===== config.mk =====
export PLATFORM = sky130hd
export DESIGN_NAME = adc_frame_reader
export DESIGN_NICKNAME = d
export VERILOG_FILES = /design/src/rtl/adc_rd_pkg.sv /design/src/rtl/adc_rd_timer.sv /design/src/rtl/adc_rd_shifter.sv /design/src/rtl/adc_frame_reader.sv
export SDC_FILE = /design/constraint.sdc
export NUM_CORES = 1
export LEC_CHECK = 0
export BUFFER_PORTS_ARGS = -buffer_cell sky130_fd_sc_hd__buf_4
export CAP_MARGIN = 10
export CORE_ASPECT_RATIO = 0.75
export CORE_MARGIN = 4
export CORE_UTILIZATION = 55
export CTS_BUF_LIST = sky130_fd_sc_hd__clkbuf_8
export DETAILED_ROUTE_END_ITERATION = 10
export GPL_ROUTABILITY_DRIVEN = 0
export PLACE_DENSITY = 0.82
export REMOVE_ABC_BUFFERS = 1
export SLEW_MARGIN = 0
export SYNTH_ARGS = -nofsm -noshare
export SYNTH_HDL_FRONTEND = slang
export SYNTH_SLANG_ARGS = --single-unit

===== constraint.sdc =====
create_clock -name clk -period 2 [get_ports clk]
set_clock_uncertainty 0.2 [all_clocks]
set_input_delay 0.2 -clock clk [delete_from_list [all_inputs] [get_ports clk]]
set_output_delay 0.2 -clock clk [all_outputs]
set_load 0.01 [all_outputs]

===== src/rtl/adc_rd_pkg.sv =====
package adc_rd_pkg;

    typedef enum logic [2:0] {
        ST_IDLE,
        ST_SETUP,
        ST_SCLK_HI,
        ST_SCLK_LO,
        ST_CONVERT,
        ST_GAP
    } rd_state_t;

    function automatic int unsigned max2(input int unsigned a, input int unsigned b);
        return (a > b) ? a : b;
    endfunction

endpackage


===== src/rtl/adc_rd_timer.sv =====
module adc_rd_timer #(
    parameter int unsigned TW = 9
) (
    input  logic          clk,
    input  logic          rst,
    input  logic          load,
    input  logic [TW-1:0] load_val,
    output logic          done
);

    logic [TW-1:0] cnt_q;

    always_ff @(posedge clk) begin
        if (rst) begin
            cnt_q <= '0;
        end else if (load) begin
            cnt_q <= load_val;
        end else if (cnt_q != '0) begin
            cnt_q <= cnt_q - 1'b1;
        end
    end

    assign done = (cnt_q == '0);

endmodule


===== src/rtl/adc_rd_shifter.sv =====
module adc_rd_shifter #(
    parameter int unsigned FRAME_BITS = 16,
    parameter int unsigned KEEP_BITS  = 12
) (
    input  logic                 clk,
    input  logic                 rst,
    input  logic                 clear,
    input  logic                 shift_en,
    input  logic                 din,
    output logic [KEEP_BITS-1:0] kept
);

    logic [FRAME_BITS-1:0] sr_q;

    always_ff @(posedge clk) begin
        if (rst || clear) begin
            sr_q <= '0;
        end else if (shift_en) begin
            sr_q <= {sr_q[FRAME_BITS-2:0], din};
        end
    end

    // Earliest received bits sit at the top; the trailing bits are dropped.
    assign kept = sr_q[FRAME_BITS-1 -: KEEP_BITS];

endmodule


===== src/rtl/adc_frame_reader.sv =====
module adc_frame_reader #(
    parameter int unsigned FRAME_BITS = 16,
    parameter int unsigned KEEP_BITS  = 12,
    parameter int unsigned HALF_DIV   = 5,
    parameter int unsigned SETUP_CYC  = 6,
    parameter int unsigned CONV_CYC   = 450,
    parameter int unsigned GAP_CYC    = 13
) (
    input  logic                 clk,
    input  logic                 rst,
    input  logic                 start,
    input  logic                 adc_miso,
    output logic                 adc_cs_n,
    output logic                 adc_sclk,
    output logic                 busy,
    output logic                 result_valid,
    output logic [KEEP_BITS-1:0] result
);
    import adc_rd_pkg::*;

    localparam int unsigned MAXCNT = max2(max2(HALF_DIV, SETUP_CYC), max2(CONV_CYC, GAP_CYC));
    localparam int unsigned TW     = $clog2(MAXCNT + 1);
    localparam int unsigned BW     = $clog2(FRAME_BITS + 1);

    rd_state_t state_q, state_d;
    logic          tmr_load, tmr_done;
    logic [TW-1:0] tmr_val;
    logic [BW-1:0] bitcnt_q;
    logic          bit_clr, bit_inc, last_bit, shift_en, finish;
    logic [KEEP_BITS-1:0] kept;
    logic [KEEP_BITS-1:0] result_q;
    logic                 valid_q;

    adc_rd_timer #(.TW(TW)) u_timer (
        .clk      (clk),
        .rst      (rst),
        .load     (tmr_load),
        .load_val (tmr_val),
        .done     (tmr_done)
    );

    adc_rd_shifter #(.FRAME_BITS(FRAME_BITS), .KEEP_BITS(KEEP_BITS)) u_shift (
        .clk      (clk),
        .rst      (rst),
        .clear    (bit_clr),
        .shift_en (shift_en),
        .din      (adc_miso),
        .kept     (kept)
    );

    assign last_bit = (bitcnt_q == BW'(FRAME_BITS - 1));

    // State register
    always_ff @(posedge clk) begin
        if (rst) begin
            state_q <= ST_IDLE;
        end else begin
            state_q <= state_d;
        end
    end

    // Next state and timer control
    always_comb begin
        state_d  = state_q;
        tmr_load = 1'b0;
        tmr_val  = '0;
        bit_clr  = 1'b0;
        bit_inc  = 1'b0;
        shift_en = 1'b0;
        finish   = 1'b0;
        unique case (state_q)
            ST_IDLE: begin
                if (start) begin
                    state_d  = ST_SETUP;
                    tmr_load = 1'b1;
                    tmr_val  = TW'(SETUP_CYC - 1);
                    bit_clr  = 1'b1;
                end
            end
            ST_SETUP: begin
                if (tmr_done) begin
                    state_d  = ST_SCLK_HI;
                    tmr_load = 1'b1;
                    tmr_val  = TW'(HALF_DIV - 1);
                end
            end
            ST_SCLK_HI: begin
                if (tmr_done) begin
                    shift_en = 1'b1;
                    bit_inc  = 1'b1;
                    tmr_load = 1'b1;
                    if (last_bit) begin
                        state_d = ST_CONVERT;
                        tmr_val = TW'(CONV_CYC - 1);
                    end else begin
                        state_d = ST_SCLK_LO;
                        tmr_val = TW'(HALF_DIV - 1);
                    end
                end
            end
            ST_SCLK_LO: begin
                if (tmr_done) begin
                    state_d  = ST_SCLK_HI;
                    tmr_load = 1'b1;
                    tmr_val  = TW'(HALF_DIV - 1);
                end
            end
            ST_CONVERT: begin
                if (tmr_done) begin
                    state_d  = ST_GAP;
                    tmr_load = 1'b1;
                    tmr_val  = TW'(GAP_CYC - 1);
                    finish   = 1'b1;
                end
            end
            ST_GAP: begin
                if (tmr_done) begin
                    state_d = ST_IDLE;
                end
            end
            default: state_d = ST_IDLE;
        endcase
    end

    // Bit counter and result register
    always_ff @(posedge clk) begin
        if (rst) begin
            bitcnt_q <= '0;
            result_q <= '0;
            valid_q  <= 1'b0;
        end else begin
            if (bit_clr) begin
                bitcnt_q <= '0;
            end else if (bit_inc) begin
                bitcnt_q <= bitcnt_q + 1'b1;
            end
            valid_q <= finish;
            if (finish) begin
                result_q <= kept;
            end
        end
    end

    // Outputs decoded from state
    always_comb begin
        adc_cs_n = (state_q == ST_IDLE) || (state_q == ST_GAP);
        adc_sclk = (state_q == ST_SCLK_HI);
        busy     = (state_q != ST_IDLE);
    end

    assign result_valid = valid_q;
    assign result       = result_q;

    // clock quiet while deselected
    a_r2_sclk_idle_low: assert property (@(posedge clk) disable iff (rst)
        adc_cs_n |-> !adc_sclk);

    // bit counter never passes the frame length
    a_r3_bit_limit: assert property (@(posedge clk) disable iff (rst)
        bitcnt_q <= BW'(FRAME_BITS));

    // strobe lasts one cycle
    a_r8_valid_single: assert property (@(posedge clk) disable iff (rst)
        result_valid |=> !result_valid);

    // strobe coincides with chip-select rising
    a_r8_valid_cs_rise: assert property (@(posedge clk) disable iff (rst)
        result_valid |-> (adc_cs_n && !$past(adc_cs_n)));

    // a selected converter always implies busy
    a_r9_busy_covers_cs: assert property (@(posedge clk) disable iff (rst)
        !adc_cs_n |-> busy);

    // result only moves with the strobe
    a_r10_result_hold: assert property (@(posedge clk) disable iff (rst)
        !result_valid |-> $stable(result));

endmodule


# --- Word level (Yosys, flattened, before mapping) ---
# Cells that the tools add are included.
# Widths: inputs -> output; s select.
op_classes:
  addsub: 2
  reduce_logical: 11
  n_eq_ne: 11
  mux: 21
op_table:
  columns: ["operator", "count"]
  rows:
  - ["$mux 9", 4]
  - ["$pmux 9 s4", 1]
  - ["$mux 3", 8]
  - ["$pmux 3 s5", 1]
  - ["$logic_not 9->1", 1]
  - ["$reduce_bool 9->1", 1]
  - ["$sub 9x1->9 const B", 1]
  - ["$eq 3x2->1 const B", 2]
  - ["$eq 3x3->1 const B", 2]
  - ["$ne 2x2->1 const B", 3]
  - ["$add 5x1->5 const B", 1]
  - ["$eq 5x4->1 const B", 1]
  - ["$mux 1", 5]
  - ["$reduce_and 5->1", 1]
  - ["$mux 4", 1]
  - ["$ne 2x1->1 const B", 2]
  - ["$reduce_or 2->1", 2]
  - ["$reduce_or 4->1", 1]
  - ["$eq 3x1->1 const B", 1]
  - ["$logic_not 3->1", 1]
  - ["$reduce_bool 3->1", 1]
  - ["$logic_or 1x1->1", 2]
  - ["$pmux 1 s2", 1]
  - ["$reduce_bool 2->1", 1]
totals:
  elab_cells: 51
  regBits: 46
  output_inout_bits: 16
  input_bits: 4

# --- Logic depth before layout (Yosys ltp) ---
# Gate-level depths: netlist (run 1).
depth:
  word_depth: 5
  mapped_depth: 8
  ltp_nobuf: 7

# --- Hierarchy ---
# A second synthesis (run 1) with hierarchy kept.
unflattened:
  cells_unflattened: 248
  hier_area_um2: 2212.1
by_module_without_submodules:
  columns: ["module", "instances", "cells_each", "area_each_um2", "seq_area_each_um2"]
  rows:
  - ["adc_frame_reader", 1, 121, 1026.0, 420.4]
  - ["adc_rd_shifter", 1, 65, 671.9, 320.3]
  - ["adc_rd_timer", 1, 62, 514.2, 180.2]

# --- Least setup slack after synthesis (run 1) ---
# OpenSTA, ideal clock, no wires.
synth_timing:
  kind: "reg-to-reg"
  start: "register u_timer.cnt_q[0]"
  end: "register u_timer.cnt_q[1]"
  stages_incl_launch_ff: 8
  setup_time_ns: 0.070
  path_slack_ns: -0.238
  synth_period_minus_slack_ns: 2.238
  path_buffers: 1
  t_arrival_ns: 1.968
  required_ns: 1.730
  path_cell_list: "dfxtp_1 inv_1 ha_1 or3b_2 clkbuf_1 or3_1 or3_1 a21oi_1"
synth_between:
  elab_chain_len: 4
  elab_cells_between_ends: 10
  cone_classes: "add/sub: 1; mux: 6; reduce/logical: 3"
synth_rtl:
  columns: ["element", "line_no", "source"]
  rows:
  - ["start: declaration", "adc_rd_timer.sv:11", "logic [TW-1:0] cnt_q;"]
  - ["start signal: assignment", "adc_rd_timer.sv:17", "cnt_q <= load_val;"]
  - ["start signal: assignment", "adc_rd_timer.sv:19", "cnt_q <= cnt_q - 1'b1;"]
  - ["branches (longest 4 deep; another with $sub 9x1->9)", null, null]
# Several ways; the timed one is not identified. The select of a mux whose other input is x is not followed.
# A chain may end at the register's enable or synchronous reset.

# --- Worst setup path in the final report (run 1) ---
# Same ends and word-level chain as after synthesis.

==> impl_summary.md, run 1 <==
Status
The run finished, with violations left. The final reports fail on negative hold slack, negative setup slack.

Floorplanning
From left edge to right edge, the die measures 78.32 microns. The initial utilization of the core area, before any placement, comes to 59.58%. The row count is 18. The die covers 0.004756 sq mm. 20 I/O pins were placed. The die is 60.74 microns tall.

After floorplanning, the core was sized to cover 0.003423 sq mm.

GRT
Entering global routing, the biggest net connects 35 pins. The global route total overflow is 0. In this run the most used layer during global routing was met2. For this run, global-route usage on met2 was measured as 35.37%. The met3 demand-to-capacity share in global routing is 5.786%. The initial antenna violation count is 0. The global-route track usage on met1 is 28.35%. The via count of the first global-routing pass is 1,748.

The total routing usage reported by global routing is 21.56%. The first global-routing pass estimated 8031 microns of wire.

Setup path
The signal on the critical path passes through inv_2 -> ha_4 -> or3b_4 -> or3_4 -> or3_4 -> a21oi_2. The worst register-to-register path ends at u_timer.cnt_q[1]$_SDFFE_PP0P_. The worst setup slack for register-to-register paths is -0.06 ns. The category of the worst setup path capture point is a flip-flop. The nature of the critical path startpoint is a flip-flop. The worst endpoint data arrival time is 2.08 ns. By instance count, the cell type seen most on the critical path is or3_4. The depth of the worst register-to-register path is 6.

The critical-path maximum fanout is 4. The worst endpoint required time is 2.02 ns. The number of buffers and inverters on the critical path is 1. The critical path's top delay family is simple AND/OR/NAND/NOR gates. On the critical path, the stage with the largest delay is an instance of or3b_4. The type of the worst setup path is reg -> reg.

In this run the critical register-to-register path is launched from u_timer.cnt_q[0]$_SDFFE_PP0P_. The largest stage delay on the critical path is 0.39 ns.

Finish
The layout net count is 301. The finished layout holds 344 standard cells, fillers aside. The fraction of the core area covered by cells at the end of the flow is 76.13%. The repair_antennas step left the layout with diodes totalling 0. The relative area change from synthesis to final layout is 27.79%. The post-route netlist has 28.23% of its cells at a drive strength greater than 1.

Synthesis
For this run, the register share of the synthesized area comes to 45.15%. For this run, the number of Yosys warnings is 0. The top-area cell type share of the netlist area is 45.15%. After technology mapping, the gate count stands at 254. Summing every instance area after synthesis gives 0.002039 sq mm. The number of distinct library cells after synthesis is 37. Dividing the synthesized area by the synthesized cell count gives 8.029 sq um. The number of synthesized register bits is 46. In the post-synthesis netlist, the biggest area contributors are dfxtp_1 (45%), o21ai_0 (8.8%), nand2_1 (6.6%).

Of all cell types, the one taking the most synthesized area is dfxtp_1.

Clock tree
Clock tree synthesis found a total of 46 sinks. The insertion delay to the later sink of the worst-skew pair is 0.30 ns. TritonCTS built the clock tree. The master cell of the clock root buffer is clkbuf_8. The count of H-tree levels built during CTS is 2. The clock passes through at most 2 buffers. The clock transition at the registers of the reported paths is 0.09 ns. In this run, CTS created clock tree buffers numbering 5.

Route
For this block, the via count after detailed routing is 1,993. After detailed routing, the average wire length per cell comes to 15.08 microns. The final wirelength is 5188 microns. For this run, design rule violations remaining after detail routing come to 0. The count of routing violations after the opening detailed-route iteration is 312.

Dividing the detail-routed via count by the number of cells gives 5.794. The number of routed nets with antenna violations is 0. The first TritonRoute pass finished after 5 iterations.

Timing
Setup slack on the critical path of the routed design comes to -0.06154 ns. The routed design could run at a clock period as short as 2.062 ns. The tightest slew margin relative to the limit is 68.65%.

Setup violations remaining at the end of the flow were counted as 5. Hold timing on the final database bottoms out at a slack of -0.001483 ns. The worst path uses 103.1% of the clock period. Setup repair after global routing could not meet its margin everywhere. Static timing analysis puts the maximum clock frequency at 0.4851 GHz. At the pin with the least slew margin, the transition time is 0.4637 ns.

The total count of max-transition violations in the final report is 0. The count of endpoints failing hold in the final timing report is 1.

Pwr
Power spread over the standard cell area amounts to 1361 mW/mm^2. The maximum vdd drop is 657.8 uV. Summed over all cells, the static leakage comes to 0.9776 nW.

Placement
The count of buffers added on input and output ports is 19. The number of placed instances, taps included is 333. After legalization and detailed placement, the total HPWL measured 3292 microns.

Worst hold path
The worst hold-check path type is in -> reg. The startpoint of the tightest hold check path is start. The number of cells on the worst hold path is 4. The hold path endpoint is u_timer.cnt_q[3]$_SDFFE_PP0P_.

Flow run
Max-cap violations in this run came to 0.
worst reg2reg max path, stage by stage (launching register included):
cell     delay (ns)
dfxtp_2        0.34
inv_2          0.06
ha_4           0.13
or3b_4         0.39
or3_4          0.37
or3_4          0.38
a21oi_2        0.12
power by group:
part / leakage [nW] / internal (mW) / switching [mW] / total [mW]
registers: 0.373 / 1.01 / 0.0646 / 1.07
clock network: 0.0438 / 0.235 / 0.302 / 0.537
logic: 0.561 / 0.923 / 1.02 / 1.94
total: 0.978 / 2.17 / 1.38 / 3.55
cell usage in the layout (no fill, tap or decap), drive strengths merged:
cell type,instances
inv,5
a32o,1
nand3b,1
nand3,22
mux2i,1
buf,52
a21oi,22
nand2,36
dlygate4sd3,1
or3,7
or4,2
a21o,1
a31o,1
nor3,5
clkbuf,5
or2,1
dfxtp,46
nand2b,4
nand4,1
o31ai,2
clkinv,2
o31a,1
or3b,2
and3,1
xnor2,1
o21a,2
nor4,4
xor2,4
nor3b,3
nor4b,4
o21ai,36
ha,3
nor2,10
a211oi,3
a31oi,2
sequential cells by signal, summed over array words and instances, names as in the netlist:
name           cells
state_q            3
bitcnt_q           5
result_valid       1
u_shift.sr_q      16
result            12
u_timer.cnt_q      9
metal layers:
metal,up-vias,share of wire (%)
li1,972,-
met1,904,45
met2,99,45
met3,18,8.0
met4,0,1.8
met5,-,0
how the worst max path moves through the flow:
stage                                  start  cells after the start                             to  slack (ns)
3_3_place_gp   u_timer.cnt_q[1]$_SDFFE_PP0P_                      6  u_timer.cnt_q[1]$_SDFFE_PP0P_       -0.07
4_1_cts        u_timer.cnt_q[1]$_SDFFE_PP0P_                      6  u_timer.cnt_q[1]$_SDFFE_PP0P_       -0.06
3_5_place_dp   u_timer.cnt_q[1]$_SDFFE_PP0P_                      6  u_timer.cnt_q[1]$_SDFFE_PP0P_       -0.15
2_1_floorplan  u_timer.cnt_q[0]$_SDFFE_PP0P_                      6       bitcnt_q[3]$_SDFFE_PP0P_       -0.63
6_report       u_timer.cnt_q[0]$_SDFFE_PP0P_                      6  u_timer.cnt_q[1]$_SDFFE_PP0P_       -0.06
5_1_grt        u_timer.cnt_q[0]$_SDFFE_PP0P_                      6  u_timer.cnt_q[1]$_SDFFE_PP0P_       -0.09
kinds of logic after synthesis:
group / share of synthesized area [%]
buffers and inverters: 5.092
AND/OR/NAND/NOR: 26.14
multiplexers: 0.4908
flip-flops: 45.15
XOR/XNOR: 2.147
adder cells (fa/ha/maj): 1.841
AO/OA/AOI/OAI: 19.14
cell usage after synthesis:
master and instances:
nand4_1 1, buf_6 1, o21a_1 2, o31a_1 1, nand2b_1 4, a211oi_1 3
or2_2 1, a31oi_1 2, or3b_2 2, nor2_1 10, a21oi_1 22, or4_1 1
xor2_1 4, or3_1 7, and3_1 1, o31ai_1 2, nor3b_1 3, nand3_1 22
a32o_1 1, mux2i_1 1, a21o_1 1, clkbuf_1 17, or4_4 1, buf_2 2
inv_1 5, nor4_2 1, a31o_2 1, o21ai_0 36, nor3_1 4, ha_1 3
nor4b_1 4, dfxtp_1 46, nand3b_1 1, nor3_2 1, xnor2_1 1, nand2_1 36
nor4_1 3
stage by stage:
stage | TNS (ns) | setup slack (ns) | instance area, sq um | total power [mW] | hold WS [ns]
after floorplan | -13.85 | -0.6312 | 1954 | 1.890 | 0.06907
after global placement | -0.7142 | -0.06646 | 2400 | 2.540 | 0.2443
after detailed placement | -2.230 | -0.1548 | 2400 | 2.587 | 0.2566
after CTS | -0.1654 | -0.05779 | 2516 | 3.222 | 0.009283
after global routing | -0.5111 | -0.09108 | 2606 | 3.714 | 0.01147
final | -0.1220 | -0.06154 | 2606 | 3.548 | -0.001483
layout make-up:
class / instances / area, sq um
inverter: 5 / 18.77
clock inverter: 2 / 10.01
multi-input combinational: 183 / 1090
sequential: 46 / 924.6
clock buffer: 5 / 68.82
timing repair buffer: 53 / 431.7
fill: 239 / 817.0
tap: 50 / 62.56
timing repair:
| action | in CTS | in global routing |
|---|---|---|
| setup buffers | 0 | 3 |
| pin swaps | 2 | 4 |
| resized for setup | 14 | 24 |
| hold buffers | 1 | 0 |
| endpoints found under the setup margin | 25 | 22 |
| gates cloned | 0 | 0 |
| hold endpoints to repair | 1 | 0 |
No activity file was read; power rests on OpenSTA's default activity.
==> run 2: changes to the inputs <==
--- a/config.mk
+++ b/config.mk
@@ -7,7 +7,7 @@
 export LEC_CHECK = 0
 export BUFFER_PORTS_ARGS = -buffer_cell sky130_fd_sc_hd__buf_4
 export CAP_MARGIN = 10
-export CORE_ASPECT_RATIO = 0.75
+export CORE_ASPECT_RATIO = 0.9
 export CORE_MARGIN = 4
 export CORE_UTILIZATION = 55
 export CTS_BUF_LIST = sky130_fd_sc_hd__clkbuf_8
==> run 2 against run 1 <==
Compared with the run above:
- the flow finishes with violations (negative setup slack)
- largest cell class unchanged
- combinational power fell by 7%
- utilization shrank 0.054 points
- critical path type unchanged
- non-clock buffer count shrank 1
- design area increased by 1.5%
- register-to-register slack worse by 0.02 ns
- highest routed layer unchanged
==> impl_summary.md, run 2 (synthesized netlist as in run 1, its figures left out) <==
Status
The flow ran to the end, but the final reports show violations. The final reports fail on negative setup slack.

Worst hold path
The startpoint identified for the worst hold timing path is start. The tightest min-delay check is of the in -> reg type.

Timing
The top achievable clock speed was 0.4815 GHz (-0.75%). The total negative slack for setup checks was -0.09290 ns (+0.02913 ns). The tightest slew margin relative to the limit is 50.75% (-18 points). The final worst setup slack is -0.07705 ns (-0.01551 ns). The total setup violations reported at the end of the flow is 4 (-1).

The pin slew with the least headroom to its limit is 0.7370 ns (+0.2732 ns). Setup repair after global routing could not meet its margin everywhere. The total count of max-transition violations in the final report was 0 (unchanged). The share of the clock period used by the worst path came to 103.9% (+0.78 points).

The minimum period implied by the final worst setup slack is 2.077 ns (+0.01551 ns). The count of endpoints failing hold in the final timing report is 0 (-1).

Floorplanning
The core region area is 0.003478 sq mm (+1.6%). The die width is 72.19 microns (-7.8%). The boundary pin count is 20 (unchanged). The effective utilization at floorplan is 58.63% (-0.94 points). The floorplan die height came to 65.77 microns (+8.3%). The area of the die was 0.004748 sq mm (-0.18%). The row count is 20 (+2).

Setup path
The critical path's slowest cell is or3b_4. The critical-path maximum fanout is 4 (unchanged). The startpoint identified for the worst register-to-register timing path is u_timer.cnt_q[1]$_SDFFE_PP0P_. Traced cell by cell, the critical path runs through inv_2 -> ha_4 -> or3b_4 -> or3_4 -> or3_1 -> a21oi_2.

The worst endpoint required time is 2.03 ns (about the same). The worst endpoint data arrival time was 2.11 ns (+0.03 ns). Broken down by cell family, the worst path's largest delay share belongs to simple AND/OR/NAND/NOR gates. The worst setup path is of the reg -> reg kind. STA classifies the critical path endpoint as a flip-flop. The largest stage delay on the critical path is 0.39 ns (about the same). The beginning of the critical path is u_timer.cnt_q[1]$_SDFFE_PP0P_. The total buffers and inverters traversed by the critical path is 1 (unchanged). STA classifies the critical path startpoint as a flip-flop.

Placement
The number of placed instances, taps included is 327 (-1.8%). The post-detailed-placement cell area is 0.002380 sq mm (-0.83%). The half-perimeter wire length after placement is 3150 microns (-4.3%). The number of buffers added on ports came to 19 (unchanged).

Clock tree
The clock transition at the registers of the reported paths is 0.08 ns (about the same). Clock tree synthesis selected as its root buffer the cell clkbuf_8. The CTS tree is built. The clock buffer count from CTS is 5 (unchanged). The count of H-tree levels built during CTS is 2 (unchanged).

The insertion delay to the later sink of the worst-skew pair is 0.30 ns (about the same). The number of clock sinks came to 46 (unchanged). The maximum buffer depth of the clock tree came to 2 (unchanged).

Finish
The flip-flop count of the largest register, all copies and words added was 16 (unchanged). The layout net count is 300 (-0.33%). The number of fill cells is 225 (-5.9%). The fraction of the core area covered by cells at the end of the flow was 76.08% (about the same). The number of non-filler instances in the completed layout is 338 (-1.7%). The register with the most flip-flops in the final layout is u_shift.sr_q. The final standard cell area without fillers is 0.002646 sq mm (+1.5%).

The fraction of layout instances using a drive strength above 1 is 29.25% (+1.0 points). The relative area change from synthesis to final layout is 29.75%. The library cell used most frequently in the layout, excluding fill and tap cells, is buf_4.

The top cell types in the final layout, fill and taps aside, are buf_4 (48), dfxtp_1 (43), nand2_1 (36). The count of inserted antenna diode cells was 0 (unchanged).

Route
The count of routing violations after the opening detailed-route iteration is 154 (-51%). The vias after detailed routing is 1,975 (-0.90%). The remaining routing DRC violations is 0 (unchanged). The number of optimization iterations in the first detailed-route pass came to 4 (-1).

The final wirelength is 5010 microns (-3.4%). The via count normalized by instance count came to 5.843 (+0.86%). The number of routed nets with antenna violations came to 0 (unchanged). The routed length per instance is 14.82 microns (-1.7%).

Pwr
The total power per unit cell area was 1334 mW/mm^2 (-2.0%). The overall power of the completed layout is 3.531 mW (-0.47%). The leakage power of the design is 0.9933 nW (+1.6%).

The maximum vdd drop was 800.7 uV (+22%).

GRT
The global route total overflow was 0 (unchanged). The pin count of the biggest net entering global routing was 38 (+8.6%). The via count of the first global-routing pass came to 1,763 (+0.86%). The first-pass GRT wire length is 7955 microns (-0.95%). The initial antenna violation count is 0 (unchanged). The total routing usage reported by global routing is 21.38% (-0.18 points).

Flow run
The max-cap violation count came to 0 (unchanged).
## run 2: cell types whose count changed in the layout (fill, tap and decap cells not counted), sizes merged
cell    change
buf         -1
bufinv      +1
clkinv      -2
inv         +2
## run 2: metal layers
metal	vias up	track usage [%]	wire [microns]
met1	895	27.18	2119
met2	92	34.77	2366
met5	-	0	0
met4	0	8.685	127
met3	16	5.015	396
li1	972	-	-
## run 2: final cells by class
type	instances	area [sq um]	share of cell area, %
Timing Repair Buffer	52	404.1	15.27
Clock buffer	5	68.82	2.600
Sequential cell	46	924.6	34.94
Clock inverter	3	37.54	1.418
Multi-Input combinational cell	183	1137	42.98
Inverter	5	18.77	0.7092
Tap cell	44	55.05	2.080
## run 2: through the flow
stage               worst slack, ns  hold WS (ns)
floorplan                   -0.6312       0.06907
detailed placement          -0.2036        0.2547
global route                -0.1135        0.1292
finish                     -0.07705       0.09871
CTS                        -0.01079       0.08099
global placement            -0.1744        0.2475
## run 2: what timing repair did
| item | in CTS | in global routing |
|---|---|---|
| endpoints found under the setup margin | 40 | 36 |
| buffers inserted | 1 | 0 |
| hold buffers | 1 | 0 |
| endpoints found under the hold margin | 1 | 0 |
| pin swaps | 2 | 1 |
| cloned | 0 | 1 |
| resized for setup | 12 | 33 |
## run 2: worst paths after layout
kind	slack, ns	cells after the start	to
min	0.1	5	u_timer.cnt_q[3]$_SDFFE_PP0P_
max reg2reg	-0.08	6	u_timer.cnt_q[1]$_SDFFE_PP0P_
min reg2reg	0.27	2	u_shift.sr_q[4]$_SDFFE_PP0P_
max	-0.08	6	u_timer.cnt_q[1]$_SDFFE_PP0P_
## run 2: where the power goes
| group | internal [mW] | leakage (nW) | switching (mW) |
|---|---|---|---|
| Sequential | 1.01 | 0.373 | 0.0518 |
| Clock | 0.364 | 0.0607 | 0.312 |
| Combinational | 0.830 | 0.559 | 0.966 |
## run 2: worst min-delay path: stages
cell	delay, ns
buf_4	0.08
buf_4	0.10
nand2_1	0.05
nand2_1	0.08
a21oi_2	0.05
==> run 3: changes to the inputs <==
--- a/config.mk
+++ b/config.mk
@@ -13,7 +13,7 @@
 export CTS_BUF_LIST = sky130_fd_sc_hd__clkbuf_8
 export DETAILED_ROUTE_END_ITERATION = 10
 export GPL_ROUTABILITY_DRIVEN = 0
-export PLACE_DENSITY = 0.82
+export PLACE_DENSITY = 0.79
 export REMOVE_ABC_BUFFERS = 1
 export SLEW_MARGIN = 0
 export SYNTH_ARGS = -nofsm -noshare
==> constraint.sdc (replaced) <==
create_clock -name clk -period 2.3 [get_ports clk]
set_clock_uncertainty 0.2 [all_clocks]
set_input_delay 0.23 -clock clk [delete_from_list [all_inputs] [get_ports clk]]
set_output_delay 0.23 -clock clk [all_outputs]
set_load 0.01 [all_outputs]
==> run 3 against run 2 <==
Compared with the run above:
- highest routed layer unchanged
- register-to-register slack improved by 0.21 ns
- via count down 8.7%
- power is 27% lower
- maximum frequency shrank 4.3%
- the flow now finishes without violations
- critical endpoint is now u_timer.cnt_q[3]$_SDFFE_PP0P_
- clock power fell by 32%
- combinational power shrank 34%
- largest power group unchanged
- sequential cell count stayed put
- clock-buffer cell count stayed put
- critical path type unchanged
- sequential share of layout area up 3.7 points
==> impl_summary.md, run 3 (synthesized netlist as in run 1, its figures left out) <==
Status
The run finished with clean final reports.

Timing
The total count of max-transition violations in the final report came to 0 (unchanged). Setup repair after global routing could not meet its margin everywhere. The share of the clock period used by the worst path is 94.40% (-9.5 points). The final worst setup slack is 0.1287 ns (+0.2058 ns). The count of endpoints failing hold in the final timing report is 0 (unchanged). The pin slew with the least headroom to its limit came to 0.6068 ns (-0.1301 ns). The total setup violations reported at the end of the flow is 0 (-4). The minimum period implied by the final worst setup slack was 2.171 ns (+0.09420 ns).

The top achievable clock speed is 0.4606 GHz (-4.3%). The tightest slew margin relative to the limit is 58.97% (+8.2 points).

Flow run
The max-cap violation count is 0 (unchanged).

Clock tree
CTS placed an instance of clkbuf_8 at the clock tree root. The count of H-tree levels built during CTS is 2 (unchanged). The cts-stage hold buffer count is 0 (-1). The number of clock sinks is 46 (unchanged).

The clock buffer count from CTS is 5 (unchanged). The insertion delay to the later sink of the worst-skew pair is 0.29 ns (about the same). TritonCTS built the clock tree. The maximum buffer depth of the clock tree is 2 (unchanged).

The clock transition at the registers of the reported paths was 0.09 ns (about the same).

Finish
More flip-flops sit in one register than any other, and that register is u_shift.sr_q. The fraction of layout instances using a drive strength above 1 came to 19.35% (-9.9 points). From synthesis to final layout, the design area changed by 16.75%. The most common cell after layout, fill and taps aside is dfxtp_1.

The number of fill cells was 292 (+30%). Leaving out fill and tap cells, the most frequent cells in the layout are dfxtp_1 (46), buf_4 (38), o21ai_0 (36), nand2_1 (36). The final standard cell area without fillers is 0.002381 sq mm (-10%). The flip-flop count of the largest register, all copies and words added is 16 (unchanged). The count of inserted antenna diode cells is 0 (unchanged). The area of the multi-input gates came to 0.001022 sq mm (-10%). The layout net count is 286 (-4.7%). The register area is 920.9 sq um (-0.41%).

Pwr
The total power per unit cell area is 1086 mW/mm^2 (-19%). The total net switching power was 0.9743 mW (-27%). The fraction of power consumed by sequential logic came to 36.3% (+6.3 points). The clock network power share was 17.7% (-1.4 points). The relative contribution of combinational cells to total power was 46.0% (-4.9 points).

The internal power contribution was 1.611 mW (-27%). The proportion of total power due to net switching is 37.68% (about the same). The leakage power of the design was 0.8837 nW (-11%). The maximum vdd drop came to 510.9 uV (-36%).

Route
The routed length per instance is 13.17 microns (-11%). The number of routed nets with antenna violations came to 0 (unchanged). The number of optimization iterations in the first detailed-route pass was 4 (unchanged). The final wirelength is 4255 microns (-15%). The remaining routing DRC violations is 0 (unchanged). The via count normalized by instance count came to 5.585 (-4.4%).

The vias after detailed routing is 1,804 (-8.7%). The count of routing violations after the opening detailed-route iteration is 135 (-12%).

GRT
The total routing usage reported by global routing was 19.85% (-1.5 points). The pin count of the biggest net entering global routing is 36 (-5.3%). The via count of the first global-routing pass is 1,663 (-5.7%). The initial antenna violation count was 0 (unchanged). The first-pass GRT wire length is 7590 microns (-4.6%). The global route total overflow is 0 (unchanged).

Setup path
The worst endpoint required time is 2.32 ns (+0.29 ns). The critical-path maximum fanout is 13 (+9). The type of the worst setup path is reg -> reg. STA classifies the critical path endpoint as a flip-flop. STA classifies the critical path startpoint as a flip-flop. The worst endpoint data arrival time is 2.19 ns (+0.08 ns).

Floorplanning
The area of the die came to 0.004748 sq mm (unchanged). The core region area was 0.003478 sq mm (unchanged). The boundary pin count was 20 (unchanged).

The effective utilization at floorplan is 58.63% (unchanged). The die width is 72.19 microns (unchanged). The row count came to 20 (unchanged).

The floorplan die height came to 65.77 microns (unchanged).

Worst hold path
The worst hold-check path type is in -> reg.

Placement
The half-perimeter wire length after placement was 2934 microns (-6.9%). The worst slack after detailed placement is 0.09581 ns (+0.2994 ns). The number of buffers added on ports is 19 (unchanged). The post-detailed-placement cell area is 0.002297 sq mm (-3.5%).
-- run 3: cell types whose count changed in the layout (fill, tap and decap cells not counted), moves of 6 or more --
cell,previous run,this run
a21oi_2,7,0
a21oi_1,15,22
o21ai_0,27,36
o21ai_1,6,0
buf_4,48,38
-- run 3: cell type report --
class | instances | share of cell area, %
tap | 44 | 2.312
sequential | 46 | 38.68
clock buffer | 5 | 2.890
timing repair buffer | 38 | 11.98
multi-input combinational | 183 | 42.93
clock inverter | 2 | 0.4204
inverter | 5 | 0.7882
-- run 3: worst paths after layout --
path	from	to	slack, ns	cells past startpoint
worst min-delay path	adc_miso	u_shift.sr_q[0]$_SDFFE_PP0P_	0.001	3
worst max register to register	u_timer.cnt_q[0]$_SDFFE_PP0P_	u_timer.cnt_q[3]$_SDFFE_PP0P_	0.13	7
worst min register to register	u_shift.sr_q[15]$_SDFFE_PP0P_	result[11]$_SDFFE_PP0P_	0.26	2
worst max-delay path	u_timer.cnt_q[0]$_SDFFE_PP0P_	u_timer.cnt_q[3]$_SDFFE_PP0P_	0.13	7
-- run 3: power groups by stage --
stage / registers, mW / logic [mW] / clock network, mW
floorplan: 0.977 / 0.666 / 0
global placement: 0.955 / 1.15 / 0
detailed placement: 0.956 / 1.16 / 0
CTS: 0.937 / 1.16 / 0.472
global route: 0.950 / 1.33 / 0.505
finish: 0.939 / 1.19 / 0.458
-- run 3: stage by stage --
step	util [%]	std cells	hold WS, ns	power [mW]	TNS [ns]
global route	68.45	323	0.05124	2.782	-0.01393
floorplan	-	234	0.09907	1.643	-2.377
global placement	66.04	316	0.2453	2.101	0
finish	68.45	323	0.001107	2.586	0
CTS	68.31	323	0.002792	2.571	0
detailed placement	66.04	316	0.2479	2.112	0
-- run 3: routing by layer --
metal	up-vias	wire, microns	global-route usage (%)
li1	948	-	-
met1	813	2137	29.63
met2	41	1883	29.66
met3	2	217	3.647
met4	0	17	4.225
met5	-	0	0
-- run 3: worst max-delay path, stage by stage (launching register included) --
cell	delay [ns]
dfxtp_1	0.35
inv_1	0.06
ha_1	0.15
or3b_2	0.46
or3_4	0.38
buf_4	0.20
a31o_2	0.20
a21oi_1	0.11
-- run 3: timing repair --
| action | 4_1_cts | 5_1_grt |
|---|---|---|
| resized for setup | 0 | 1 |
| endpoints found under the setup margin | 0 | 13 |
| setup buffers | 0 | 0 |
